[src/rtl/sfc_pkg.sv]
package sfc_pkg;
  localparam int TXB       = 6;
  localparam int CAPB      = 7;
  localparam int FRAME_MAX = CAPB * 8;
  localparam int WORD_W    = FRAME_MAX;
  localparam int LEN_W     = $clog2(FRAME_MAX + 1);
  localparam int ADDR_W    = 5;

  localparam logic [7:0] CODE_GENERIC = 8'h04;
  localparam logic [7:0] CODE_STAT_RD = 8'h02;
  localparam logic [7:0] CODE_STAT_WR = 8'h20;
  localparam logic [7:0] STAT_RD_OPCODE = 8'h05;

  localparam int A_CMD = 0;
  localparam int A_LEN = 1;
  localparam int A_STAT = 2;
  localparam int A_TX  = 8;
  localparam int A_CAP = 16;

  // Number of bits a start code produces; zero means the start is rejected.
  function automatic logic [LEN_W-1:0] frame_bits(input logic [7:0] code,
                                                  input logic [7:0] len);
    logic [LEN_W-1:0] n;
    n = '0;
    case (code)
      CODE_GENERIC: if (len != 8'd0 && int'(len) <= FRAME_MAX) n = len[LEN_W-1:0];
      CODE_STAT_RD: n = LEN_W'(16);
      CODE_STAT_WR: n = LEN_W'(8);
      default:      n = '0;
    endcase
    return n;
  endfunction

  // Outgoing word, sent from bit WORD_W-1 downward.
  function automatic logic [WORD_W-1:0] frame_word(input logic [7:0] code,
                                                   input logic [TXB*8-1:0] txcat);
    logic [WORD_W-1:0] w;
    w = '0;
    case (code)
      CODE_GENERIC: w = {txcat, {(WORD_W-TXB*8){1'b0}}};
      CODE_STAT_RD: w = {STAT_RD_OPCODE, {(WORD_W-8){1'b0}}};
      CODE_STAT_WR: w = {txcat[TXB*8-1 -: 8], {(WORD_W-8){1'b0}}};
      default:      w = '0;
    endcase
    return w;
  endfunction
endpackage

[src/rtl/sfc_bit_engine.sv]
module sfc_bit_engine
  import sfc_pkg::*;
#(
  parameter int DIV = 2
) (
  input  logic              clk,
  input  logic              rst_n,
  input  logic              launch,
  input  logic [LEN_W-1:0]  launch_bits,
  input  logic [WORD_W-1:0] launch_word,
  input  logic              miso,
  output logic              sck,
  output logic              cs_n,
  output logic              mosi,
  output logic              busy,
  output logic              done,
  output logic [WORD_W-1:0] rx_word
);
  localparam int DW = (DIV > 1) ? $clog2(DIV) : 1;

  logic              running;
  logic              phase_hi;
  logic [DW-1:0]     div_cnt;
  logic [LEN_W-1:0]  bits_done;
  logic [LEN_W-1:0]  nbits;
  logic [WORD_W-1:0] tx_sh;
  logic [WORD_W-1:0] rx_sh;
  logic              div_end;
  logic              last_bit;

  assign div_end  = (div_cnt == DW'(DIV - 1));
  assign last_bit = (bits_done == nbits - LEN_W'(1));

  always_ff @(posedge clk) begin
    if (!rst_n) begin
      running   <= 1'b0;
      phase_hi  <= 1'b0;
      div_cnt   <= '0;
      bits_done <= '0;
      nbits     <= '0;
      tx_sh     <= '0;
      rx_sh     <= '0;
    end else if (!running) begin
      if (launch) begin
        running   <= 1'b1;
        phase_hi  <= 1'b0;
        div_cnt   <= '0;
        bits_done <= '0;
        nbits     <= launch_bits;
        tx_sh     <= launch_word;
        rx_sh     <= '0;
      end
    end else if (div_end) begin
      div_cnt <= '0;
      if (!phase_hi) begin
        phase_hi <= 1'b1;
        rx_sh    <= {rx_sh[WORD_W-2:0], miso};
      end else begin
        phase_hi  <= 1'b0;
        bits_done <= bits_done + LEN_W'(1);
        tx_sh     <= {tx_sh[WORD_W-2:0], 1'b0};
        if (last_bit) running <= 1'b0;
      end
    end else begin
      div_cnt <= div_cnt + DW'(1);
    end
  end

  assign sck     = running & phase_hi;
  assign cs_n    = ~running;
  assign mosi    = running & tx_sh[WORD_W-1];
  assign busy    = running;
  assign done    = running & phase_hi & div_end & last_bit;
  assign rx_word = rx_sh;
endmodule

[src/rtl/sfc_reg_bank.sv]
module sfc_reg_bank
  import sfc_pkg::*;
(
  input  logic              clk,
  input  logic              rst_n,
  input  logic              bus_wr,
  input  logic [ADDR_W-1:0] bus_addr,
  input  logic [7:0]        bus_wdata,
  output logic [7:0]        bus_rdata,
  input  logic              eng_busy,
  input  logic              frame_done,
  input  logic [WORD_W-1:0] rx_word,
  output logic              start_accept,
  output logic [LEN_W-1:0]  launch_bits,
  output logic [WORD_W-1:0] launch_word,
  output logic [7:0]        active_code
);
  logic [7:0]        len_q;
  logic [7:0]        stat_q;
  logic [7:0]        active_q;
  logic [TXB*8-1:0]  txcat;
  logic [CAPB*8-1:0] capcat;
  logic              cmd_wr;

  assign cmd_wr       = bus_wr && (bus_addr == ADDR_W'(A_CMD));
  assign launch_bits  = frame_bits(bus_wdata, len_q);
  assign launch_word  = frame_word(bus_wdata, txcat);
  assign start_accept = cmd_wr && !eng_busy && (launch_bits != '0);
  assign active_code  = active_q;

  for (genvar g = 0; g < TXB; g++) begin : g_tx
    logic [7:0] q;
    always_ff @(posedge clk) begin
      if (!rst_n) q <= '0;
      else if (bus_wr && bus_addr == ADDR_W'(A_TX + g)) q <= bus_wdata;
    end
    assign txcat[g*8 +: 8] = q;
  end

  for (genvar k = 0; k < CAPB; k++) begin : g_cap
    logic [7:0] q;
    always_ff @(posedge clk) begin
      if (!rst_n) q <= '0;
      else if (frame_done && active_q == CODE_GENERIC) q <= rx_word[k*8 +: 8];
    end
    assign capcat[k*8 +: 8] = q;
  end

  always_ff @(posedge clk) begin
    if (!rst_n) begin
      len_q    <= '0;
      stat_q   <= '0;
      active_q <= '0;
    end else begin
      if (bus_wr && bus_addr == ADDR_W'(A_LEN)) len_q <= bus_wdata;
      if (start_accept) active_q <= bus_wdata;
      else if (frame_done) begin
        active_q <= '0;
        if (active_q == CODE_STAT_RD) stat_q <= rx_word[7:0];
      end
    end
  end

  always_comb begin
    bus_rdata = '0;
    if (bus_addr == ADDR_W'(A_CMD))  bus_rdata = active_q;
    if (bus_addr == ADDR_W'(A_LEN))  bus_rdata = len_q;
    if (bus_addr == ADDR_W'(A_STAT)) bus_rdata = stat_q;
    for (int i = 0; i < TXB; i++)
      if (bus_addr == ADDR_W'(A_TX + i)) bus_rdata = txcat[i*8 +: 8];
    for (int k = 0; k < CAPB; k++)
      if (bus_addr == ADDR_W'(A_CAP + k)) bus_rdata = capcat[k*8 +: 8];
  end
endmodule

[src/rtl/sfc_cmd_shifter.sv]
module sfc_cmd_shifter
  import sfc_pkg::*;
#(
  parameter int DIV = 2
) (
  input  logic              clk,
  input  logic              rst_n,
  input  logic              bus_wr,
  input  logic [ADDR_W-1:0] bus_addr,
  input  logic [7:0]        bus_wdata,
  output logic [7:0]        bus_rdata,
  output logic              spi_sck,
  output logic              spi_cs_n,
  output logic              spi_mosi,
  input  logic              spi_miso
);
  logic              start_accept;
  logic              frame_done;
  logic              eng_busy;
  logic [LEN_W-1:0]  launch_bits;
  logic [WORD_W-1:0] launch_word;
  logic [WORD_W-1:0] rx_word;
  logic [7:0]        active_code;

  sfc_reg_bank u_regs (
    .clk(clk), .rst_n(rst_n),
    .bus_wr(bus_wr), .bus_addr(bus_addr), .bus_wdata(bus_wdata), .bus_rdata(bus_rdata),
    .eng_busy(eng_busy), .frame_done(frame_done), .rx_word(rx_word),
    .start_accept(start_accept), .launch_bits(launch_bits), .launch_word(launch_word),
    .active_code(active_code)
  );

  sfc_bit_engine #(.DIV(DIV)) u_engine (
    .clk(clk), .rst_n(rst_n),
    .launch(start_accept), .launch_bits(launch_bits), .launch_word(launch_word),
    .miso(spi_miso), .sck(spi_sck), .cs_n(spi_cs_n), .mosi(spi_mosi),
    .busy(eng_busy), .done(frame_done), .rx_word(rx_word)
  );
endmodule

[config.mk]
export PLATFORM = sky130hd
export DESIGN_NAME = sfc_cmd_shifter
export DESIGN_NICKNAME = d
export VERILOG_FILES = /design/src/rtl/sfc_pkg.sv /design/src/rtl/sfc_bit_engine.sv /design/src/rtl/sfc_reg_bank.sv /design/src/rtl/sfc_cmd_shifter.sv
export SDC_FILE = /design/constraint.sdc
export NUM_CORES = 1
export LEC_CHECK = 0
export BUFFER_PORTS_ARGS = -buffer_cell sky130_fd_sc_hd__buf_2
export CAP_MARGIN = 20
export CORE_UTILIZATION = 34
export DETAILED_ROUTE_END_ITERATION = 8
export GPL_TIMING_DRIVEN = 0
export RECOVER_POWER = 100
export SYNTH_ARGS = -nofsm -noshare
export SYNTH_HDL_FRONTEND = slang
export SYNTH_SLANG_ARGS = --single-unit
[constraint.sdc]
create_clock -name clk -period 2.35 [get_ports clk]
set_input_delay 0.3525 -clock clk [delete_from_list [all_inputs] [get_ports clk]]
set_output_delay 0.3525 -clock clk [all_outputs]
set_load 0.05 [all_outputs]
After elaboration in Yosys (flattened, before gate mapping)
Cells that the tools add are included.

storage, ports and cells
  flip-flop bits (word level) = 255
  input bits = 17
  logic and storage cells = 124

cells by class
  add/sub/neg operators = 3
  magnitude comparators = 1
  equal/unequal tests = 24
  muxes and demuxes = 44
  bitwise gates (word level) = 6
  reduce and logical (&&, ||, !) cells = 23

operators by type and width
  kind                                                            count
  2-to-1 mux 56 bit                                               8
  one-hot mux 56 bit (3 select lines)                             1
  2-to-1 mux 8 bit                                                18
  == test 5 bit, second input constant                            7
  == test 5 x 4 -> 1 bit, second input constant                   6
  2-to-1 mux 6 bit                                                5
  one-hot mux 6 bit (3 select lines)                              1
  == test 8 x 2 -> 1 bit, second input constant                   2
  == test 8 x 3 -> 1 bit, second input constant                   2
  logical AND 1 bit                                               12
  2-to-1 mux 1 bit                                                11
  AND reduction 3 bit                                             3
  == test 8 x 6 -> 1 bit, second input constant                   1
  less-or-equal comparator 8 x 6 -> 1 bit, second input constant  1
  nonzero test 8 bit                                              1
  adder 6 x 1 -> 6 bit, second input constant                     1
  == test 6 bit                                                   1
  != test 2 bit, second input constant                            3
  nonzero test 6 bit                                              1
  subtractor 6 x 1 -> 6 bit, second input constant                1
  == test 5 x 1 -> 1 bit, second input constant                   1
  == test 5 x 2 -> 1 bit, second input constant                   1
  logical NOT 5 bit                                               1
  AND 1 bit                                                       4
  5 further kinds                                                 8

Longest topological paths before layout
Gate-level depths: netlist of the first run.

  word-level depth = 17
  mapped depth = 10

Hierarchy
Synthesis of the first run repeated with hierarchy kept, for this count alone.

unflattened totals
  cell total of the unflattened synthesis = 1,466
  area, all modules = 12,482.0 µm²

by module, submodules not included
  module          times used  cells an instance  area each (µm²)  seq. area each (µm²)
  sfc_reg_bank    1           871                6,959.2          2,562.5
  sfc_bit_engine  1           595                5,522.8          2,542.4

Worst setup path after synthesis of the first run
No wires, ideal clock.

  kind = in2out
  start point = input bus_addr[1]
  end point = output bus_rdata[4]
  arrival = 2.291 ns
  slack = -0.293 ns
  stages = 8
  path buffers = 4
  cell sequence = buf_2 buf_2 buf_2 clkbuf_1 a211oi_1 o21ai_0 a21oi_1 o22ai_1

on the way
  word-level cells in the longest chain between the ends = 17
  elaborated cells on any way between the ends = 32
  classes of those cells = eq/ne (15); mux (16); reduce/logical (1)

RTL lines
  what                           RTL line               RTL
  start, declared                sfc_cmd_shifter.sv:9   input logic [ADDR_W-1:0] bus_addr,
  logical NOT 5 bit              sfc_reg_bank.sv:66     if (bus_addr == ADDR_W'(A_CMD)) bus_rdata = active_q;
  2-to-1 mux 8 bit               sfc_reg_bank.sv:66
  2-to-1 mux 8 bit               sfc_reg_bank.sv:67     if (bus_addr == ADDR_W'(A_LEN)) bus_rdata = len_q;
  2-to-1 mux 8 bit               sfc_reg_bank.sv:68     if (bus_addr == ADDR_W'(A_STAT)) bus_rdata = stat_q;
  2-to-1 mux 8 bit (6 in a row)  sfc_reg_bank.sv:70     if (bus_addr == ADDR_W'(A_TX + i)) bus_rdata = txcat[i*8 +: 8];
  2-to-1 mux 8 bit (6 in a row)  sfc_reg_bank.sv:72     if (bus_addr == ADDR_W'(A_CAP + k)) bus_rdata = capcat[k*8 +: 8];
  2-to-1 mux 8 bit *             sfc_reg_bank.sv:72
  end, declared                  sfc_cmd_shifter.sv:11  output logic [7:0] bus_rdata,

Every way passes the cells marked *; elsewhere a longest branch is shown, timed or not.

Final worst setup path of the first run
  start point = input bus_addr[2]
  end point = output bus_rdata[7]

Same word-level chain as after synthesis.

==> results.ini, run 1 <==
[sta]
final-setup-viol-count=182
rsz0062_at_grt=true
post-route-period-util_pct=113
period_needed_ns=2.66
fin_ws_ns=-0.311
hold_viol_final=0
slew_viol_final=0
clock_skew_ns=0.0251
tightest_slew_ns=1.11
clock.fmax_ghz=0.376
slew_headroom_pct=25.6

[clock_tree]
cts_root_buf=clkbuf_16
cts_buffers=27
cts_tree=built
h-tree-depth=1
cts.sinks=247
clkTransAtPathRegs_ns=0.06
clk_latency_ns=0.55
clockBufferDepth=3

[placed_design]
portBuffers=18
hpwl_um=28700
dp_slack_ns=-1.19
gp_congestion=0.990

[floorplan]
dieHeight_um=191
num_rows=68
coreArea_um2=34900
die_width_um=191
die_area_um2=36600
start_util_pct=34.9
io_pins=28

[power_and_ir_drop]
clkPwrFrac_pct=49.1
p_int_mw=7.36
p_sw_share_pct=23.0
combPwrFrac_pct=7.0
power.leakage_nw=5.57
pwr-share-seq_pct=43.9
power_density_nw_per_um2=632
p_switching_mw=2.20
finalPower_mw=9.57
ir_drop_uv=609

[worst_setup_path]
cp.required_ns=2.00
reg2reg_slack_ns=-0.21
endpoint_kind=output pin
timing.rr.start=u_engine.nbits[0]$_SDFFE_PN0P_
worstReg2RegEnd=u_regs.g_cap[5].q[0]$_SDFFE_PN0P_
arrival_ns=2.31
crit_fanout=7
ff2ff_path_depth=10
crit_type=primary input to output pin
crit_path_start_kind=primary input

[detailed_routing]
antenna_left=0
vias=11200
first_iter_violations=1013
drt-total-wl_um=40500
via_per_inst=5.61
wl_per_cell_um=20.3
dr.pass1.iters=5
drc=0

[yosys]
ys_seq_area_share_pct=40.6
yosysTopAreaCell=dfxtp_1
synth.avg_cell_area_um2=8.50
synth_cell_type_count=66
synth-edff-count=0
async_reset_ff_share_pct=0
ys_ff_latch=247
netlist_top_cells_count=247 x dfxtp_1, 167 x nand2_1, 129 x nor2b_1
yosys_warnings=0
synth_flop_cell=dfxtp_1
syn_nets=1453
synthCells=1434
synth_top_area_share_pct=40.6
netlist_area_um2=12200
post-synth-top-count-cell=dfxtp_1
yosys-top-cells-area=dfxtp_1 41%, mux2i_1 10%, nor2b_1 6.6%, nand2_1 5.1%, a22oi_1 3.9%

[grt]
grt_use_total_pct=21.3
grt_pass1_wl_um=60300
first_global_vias=10100
grt_max_degree=14
antenna_found_initial=1
grt_overflow=0

[job]
cap_violations=0

[min_path]
hold_path.class=primary input to flop
hold_path_depth=3
min_from=spi_miso
whs_endpoint=u_engine.rx_word[0]$_SDFFE_PN0P_

[layout]
fin_nets=1537
area_delta_synth_final_pct=24.3
num_antenna_cells=0
utilization_pct=43.4
drive_above_1_share_pct=17.2

[outcome]
status=finished with violations
violations=setup timing

==> power by group through the flow <==
stage / combinational [mW] / sequential (mW) / clock, mW
finish: 0.666 / 4.20 / 4.70
global route: 0.693 / 4.20 / 4.93
CTS: 0.558 / 4.20 / 4.77
detailed placement: 0.506 / 4.30 / 0
global placement: 0.505 / 4.30 / 0
floorplan: 0.341 / 4.29 / 0
==> critical path: stages <==
cell,delay [ns]
buf_8,0.11
clkbuf_16,0.15
buf_4,0.14
nor2b_1,0.12
clkbuf_1,0.19
a22oi_1,0.25
o22ai_1,0.14
o2bb2ai_1,0.16
a2bb2oi_2,0.19
a211o_2,0.32
buf_8,0.16
==> per-stage QoR <==
step	TNS, ns	hold slack (ns)	area, um2	cells
3_5_place_dp	-63.62	0.449	12900	1907
5_1_grt	-43.96	0.181	15100	1993
4_1_cts	-2.03	0.166	14300	1962
3_3_place_gp	-57.16	0.444	12900	1907
2_1_floorplan	-0.0151	0.431	12200	1434
6_report	-16.29	0.167	15100	1993
==> layout by cell type (no fill, tap or decap), types with 5 or more instances in the layout <==
master and n:
a21boi_0 59, a21boi_1 8, a21oi_1 30, a21oi_2 6, a22o_1 8, a22oi_1 60, and2_1 10, and3_1 6
buf_12 8, buf_2 17, buf_4 33, buf_6 19, buf_8 9, bufinv_16 6, clkbuf_1 78, clkbuf_16 33
clkbuf_2 8, clkbuf_4 9, clkbuf_8 5, clkinv_2 8, dfxtp_1 228, dfxtp_2 17, inv_1 9, mux2i_1 122
nand2_1 165, nand2b_1 10, nand3_1 76, nand4_1 44, nor2_1 36, nor2b_1 127, nor3_1 8, o211ai_1 9
o21ai_0 78, o21ai_1 30, o22ai_1 6, o22ai_2 7, xnor2_1 7
==> how the worst max path moves through the flow <==
stage | start | to | slack (ns)
finish | bus_addr[2] | bus_rdata[7] | -0.31
global placement | bus_addr[3] | bus_rdata[3] | -1.15
floorplan | bus_addr[1] | bus_rdata[4] | -0.01
CTS | bus_addr[2] | bus_rdata[6] | -0.34
detailed placement | bus_addr[3] | bus_rdata[5] | -1.19
global route | u_regs.active_code[0]$_SDFFE_PN0P_ | bus_rdata[0] | -0.34
==> logic make-up after synthesis <==
family	after synthesis	synth area share (%)
muxes	128	10.6
buffers and inverters	142	4.78
DFF	247	40.6
and+or+nand+nor	535	23.0
adders and majority gates	2	0.205
xor gates and xnor gates	10	0.719
AOI/OAI and AO/OA	370	20.2
==> registers in the layout, summed over array words and instances (netlist names), 6 cells and up <==
register,cells
u_engine.nbits,6
u_regs.g_cap.q,56
u_regs.len_q,8
u_engine.tx_sh,48
u_regs.g_tx.q,48
u_regs.active_code,8
u_engine.rx_word,56
u_regs.stat_q,8
u_engine.bits_done,6
==> repair_timing <==
action	in CTS	in global routing
setup buffers	8	27
endpoints found under the setup margin	164	156
hold buffers	0	0
pin swaps	10	33
resized for setup	108	171
gates cloned	1	6
==> layout make-up <==
cell class                 instances  area [um2]
buffer                           127         805
clock buffer                      34         752
clock inverter                    15         228
fill                            3429       19700
inverter                          10        37.5
multi-input combinational       1045        7190
sequential                       247        4970
tap                              455         569
timing repair buffer              60         588
==> metal layers <==
layer,part of all wire [%],wire (um),vias up,GRT usage [%]
met5,0,0,-,0
li1,-,-,5310,-
met4,3.6,1460,0,8.18
met2,45,18300,360,33.3
met3,5.5,2240,88,2.68
met1,46,18500,5429,29.7
(Power assumes the default switching activity.)
==> run 2: changes to the inputs <==
--- a/config.mk
+++ b/config.mk
@@ -5,6 +5,7 @@
 export SDC_FILE = /design/constraint.sdc
 export NUM_CORES = 1
 export LEC_CHECK = 0
+export ABC_AREA = 1
 export BUFFER_PORTS_ARGS = -buffer_cell sky130_fd_sc_hd__buf_2
 export CAP_MARGIN = 20
 export CORE_UTILIZATION = 34
==> run 2 against run 1 <==
  * The flow still finishes with violations (setup timing)
  * Die area shrank 4.0%
  * Combinational power shrank 37%
  * Non-clock buffer count shrank 37
  * Clock power shrank 7.0%
  * Critical path type is now flop to output pin
  * Largest power group unchanged
==> results.ini, run 2 <==
[outcome]
status=finished with violations
violations=setup timing

[layout]
layout_commonest_cell=nand2_1
num_antenna_cells=0  ; unchanged
fin_nets=1858  ; +21%
layout_common_cells=435 x nand2_1, 236 x dfxtp_1, 202 x nor2_1
drive_above_1_share_pct=14.4  ; -2.8 points
utilization_pct=41.4  ; -2.0 points
n_fill_cell=3566  ; +4.0%
area_delta_synth_final_pct=19.4

[grt]
grt_util_met2_pct=34.4  ; +1.0 points
grtUsageMet3_pct=2.10  ; -0.58 points
grt_pass1_wl_um=56700  ; -6.1%
grt_max_degree=15  ; +1
antenna_found_initial=0  ; -1
grtUsageMet1_pct=26.7  ; -3.0 points
grt_overflow=0  ; unchanged
grt_use_total_pct=20.0  ; -1.3 points
first_global_vias=10600  ; +4.7%
grt_busiest_layer=met2

[power_and_ir_drop]
finalPower_mw=9.00  ; -5.9%
pwr-share-seq_pct=46.7  ; +2.8 points
power.leakage_nw=5.34  ; -4.1%
p_int_mw=6.89  ; -6.3%
p_switching_mw=2.11  ; -4.5%
ir_drop_uv=640  ; +5.2%
clkPwrFrac_pct=48.6  ; -0.5 points
combPwrFrac_pct=4.7  ; -2.3 points
power_density_nw_per_um2=645  ; +2.0%
p_sw_share_pct=23.4  ; +0.35 points

[detailed_routing]
antenna_left=0  ; unchanged
wl_per_cell_um=15.5  ; -24%
first_iter_violations=893  ; -12%
drc=0  ; unchanged
dr.pass1.iters=5  ; unchanged
drt-total-wl_um=35700  ; -12%
via_per_inst=4.96  ; -12%
vias=11400  ; +2.3%

[floorplan]
io_pins=28  ; unchanged
start_util_pct=34.7  ; -0.23 points
num_rows=67  ; -1.5%
dieHeight_um=187  ; -2.0%
die_width_um=187  ; -2.0%
coreArea_um2=33700  ; -3.4%
die_area_um2=35100  ; -4.0%

[yosys]
syn_nets=1780  ; +23%
synth_flop_cell=dfxtp_1
yosysTopAreaCell=dfxtp_1
synth-edff-count=0  ; unchanged
netlist_top_cells_count=448 x nand2_1, 247 x dfxtp_1, 220 x nor2_1
yosys_warnings=0  ; unchanged
post-synth-top-count-cell=nand2_1
synth_cell_type_count=39  ; -41%
ys_ff_latch=247  ; unchanged
yosys-top-cells-area=dfxtp_1 42%, nand2_1 14%, a21oi_1 7.7%, nor2_1 7.1%, inv_1 6.2%
ys_seq_area_share_pct=42.3  ; +1.7 points
synth_top_area_share_pct=42.3  ; +1.7 points
netlist_area_um2=11700  ; -4.0%
async_reset_ff_share_pct=0  ; unchanged
synthCells=1761  ; +23%
synth.avg_cell_area_um2=6.64  ; -22%

[worst_setup_path]
crit_chain=nand4_1 -> nand2_1 -> nor2_2 -> nand4_1 -> nand2_1 -> nand4_1 -> nand2_1 -> nand4_1 -> nand2_1 -> nand2_2 -> buf_6
ff2ff_path_depth=15  ; +5
worstReg2RegEnd=u_engine.tx_sh[30]$_SDFFE_PN0P_
slowest_delay_ns=0.33  ; about the same
crit_path_start_kind=flop
arrival_ns=2.24  ; -0.07 ns
endpoint_kind=output pin
crit_type=flop to output pin
crit_fanout=2  ; -5
crit_path_top_delay_cell=dfxtp_2
reg2reg_slack_ns=-0.18  ; +0.03 ns
timing.rr.start=u_regs.len_q[1]$_SDFFE_PN0P_
cp.required_ns=2.00  ; about the same

[sta]
clock.fmax_ghz=0.385  ; +2.5%
rsz0062_at_grt=true
period_needed_ns=2.60  ; -0.0649 ns
tightest_slew_ns=0.834  ; -0.278 ns
fin_ws_ns=-0.246  ; +0.0649 ns
hold_viol_final=0  ; unchanged
clock_skew_ns=0.0154  ; -0.00973 ns
final-setup-viol-count=105  ; -42%
tns_ns=-13.16  ; +3.13 ns
post-route-period-util_pct=110  ; -2.8 points
slew_viol_final=0  ; unchanged
slew_headroom_pct=44.4  ; +19 points

[min_path]
whs_endpoint=u_engine.rx_word[0]$_SDFFE_PN0P_
min_from=spi_miso
hold_path.class=primary input to flop
hold_path_depth=3  ; unchanged

[placed_design]
dp_slack_ns=-0.821  ; +0.366 ns
portBuffers=22  ; +4
hpwl_um=25500  ; -11%
gp_congestion=0.954  ; -3.7%

[clock_tree]
cts_tree=built
cts_root_buf=clkbuf_16
clockBufferDepth=3  ; unchanged
cts_buffers=28  ; +3.7%
clkTransAtPathRegs_ns=0.06  ; about the same
cts_hold_buf=0  ; unchanged
clk_latency_ns=0.55  ; about the same
cts.sinks=247  ; unchanged
h-tree-depth=1  ; unchanged

[job]
cap_violations=0  ; unchanged

## run 2: cell count changes in the layout (fill, tap and decap cells not counted), sizes merged, moves of 15 or more
cell and change:
a21boi -68, a21oi +141, a22oi -64, clkbuf -29, inv +190, mux2i -123, nand2 +285, nand3 +32
nor2 +224, nor2b -129, o22ai -15
## run 2: worst max-delay path: cells and delay by family, from the launching register on
kind,cells,cell delay (ns)
buf+inv,1,0.15
flops,1,0.33
simple gates,10,1.23
## run 2: worst max path at each step
stage                                      start      endpoint  slack (ns)  cells past startpoint
finish              u_regs.len_q[1]$_SDFFE_PN0P_  bus_rdata[1]       -0.25                     11
global placement                     bus_addr[3]  bus_rdata[0]       -0.87                     11
detailed placement                   bus_addr[1]  bus_rdata[2]       -0.82                     17
global route        u_regs.len_q[3]$_SDFFE_PN0P_  bus_rdata[3]       -0.32                     11
CTS                 u_regs.len_q[5]$_SDFFE_PN0P_  bus_rdata[5]       -0.24                     11
floorplan                            bus_addr[3]  bus_rdata[0]       0.002                      8
## run 2: layout make-up
class                      count  area (um2)  area share, %
timing repair buffer          50         394           2.82
clock inverter                 9         105          0.753
buffer                       100         574           4.11
inverter                     202         769           5.51
sequential                   247        4960           35.5
tap                          448         561           4.01
clock buffer                  42         805           5.76
multi-input combinational   1210        5790           41.5
## run 2: per-stage QoR
step | std cells | hold slack, ns | area, um2
2_1_floorplan | 1761 | 0.435 | 11700
5_1_grt | 2308 | 0.0683 | 14000
3_3_place_gp | 2231 | 0.448 | 12400
6_report | 2308 | 0.0716 | 14000
4_1_cts | 2301 | 0.0566 | 13800
3_5_place_dp | 2232 | 0.455 | 12400
## run 2: logic make-up after synthesis
| logic type | after synthesis | synth area share [%] |
|---|---|---|
| and+or+nand+nor | 899 | 33.0 |
| buffers and inverters | 304 | 10.6 |
| AOI/OAI and AO/OA | 296 | 12.9 |
| xor gates and xnor gates | 13 | 0.974 |
| DFF | 247 | 42.3 |
| adders and majority gates | 2 | 0.214 |
## run 2: metal layers
metal,wire (um),share of wire (%),up-vias
met2,16800,47,336
met4,862,2.4,0
met1,16000,45,5320
li1,-,-,5732
met3,2050,5.7,56
met5,0,0,-
## run 2: power by group through the flow
| stage | clock [mW] | sequential, mW | combinational [mW] |
|---|---|---|---|
| final | 4.37 | 4.20 | 0.422 |
| after global routing | 4.60 | 4.20 | 0.450 |
| after CTS | 4.44 | 4.20 | 0.411 |
| after detailed placement | 0 | 4.30 | 0.357 |
| after global placement | 0 | 4.30 | 0.354 |
| after floorplan | 0 | 4.29 | 0.225 |
## run 2: repair_timing
| action | CTS | global route |
|---|---|---|
| endpoints found under the setup margin | 100 | 155 |
| endpoints found under the hold margin | 0 | 0 |
| gates resized for setup | 125 | 79 |
| buffers inserted | 20 | 7 |
| pin swaps | 27 | 16 |
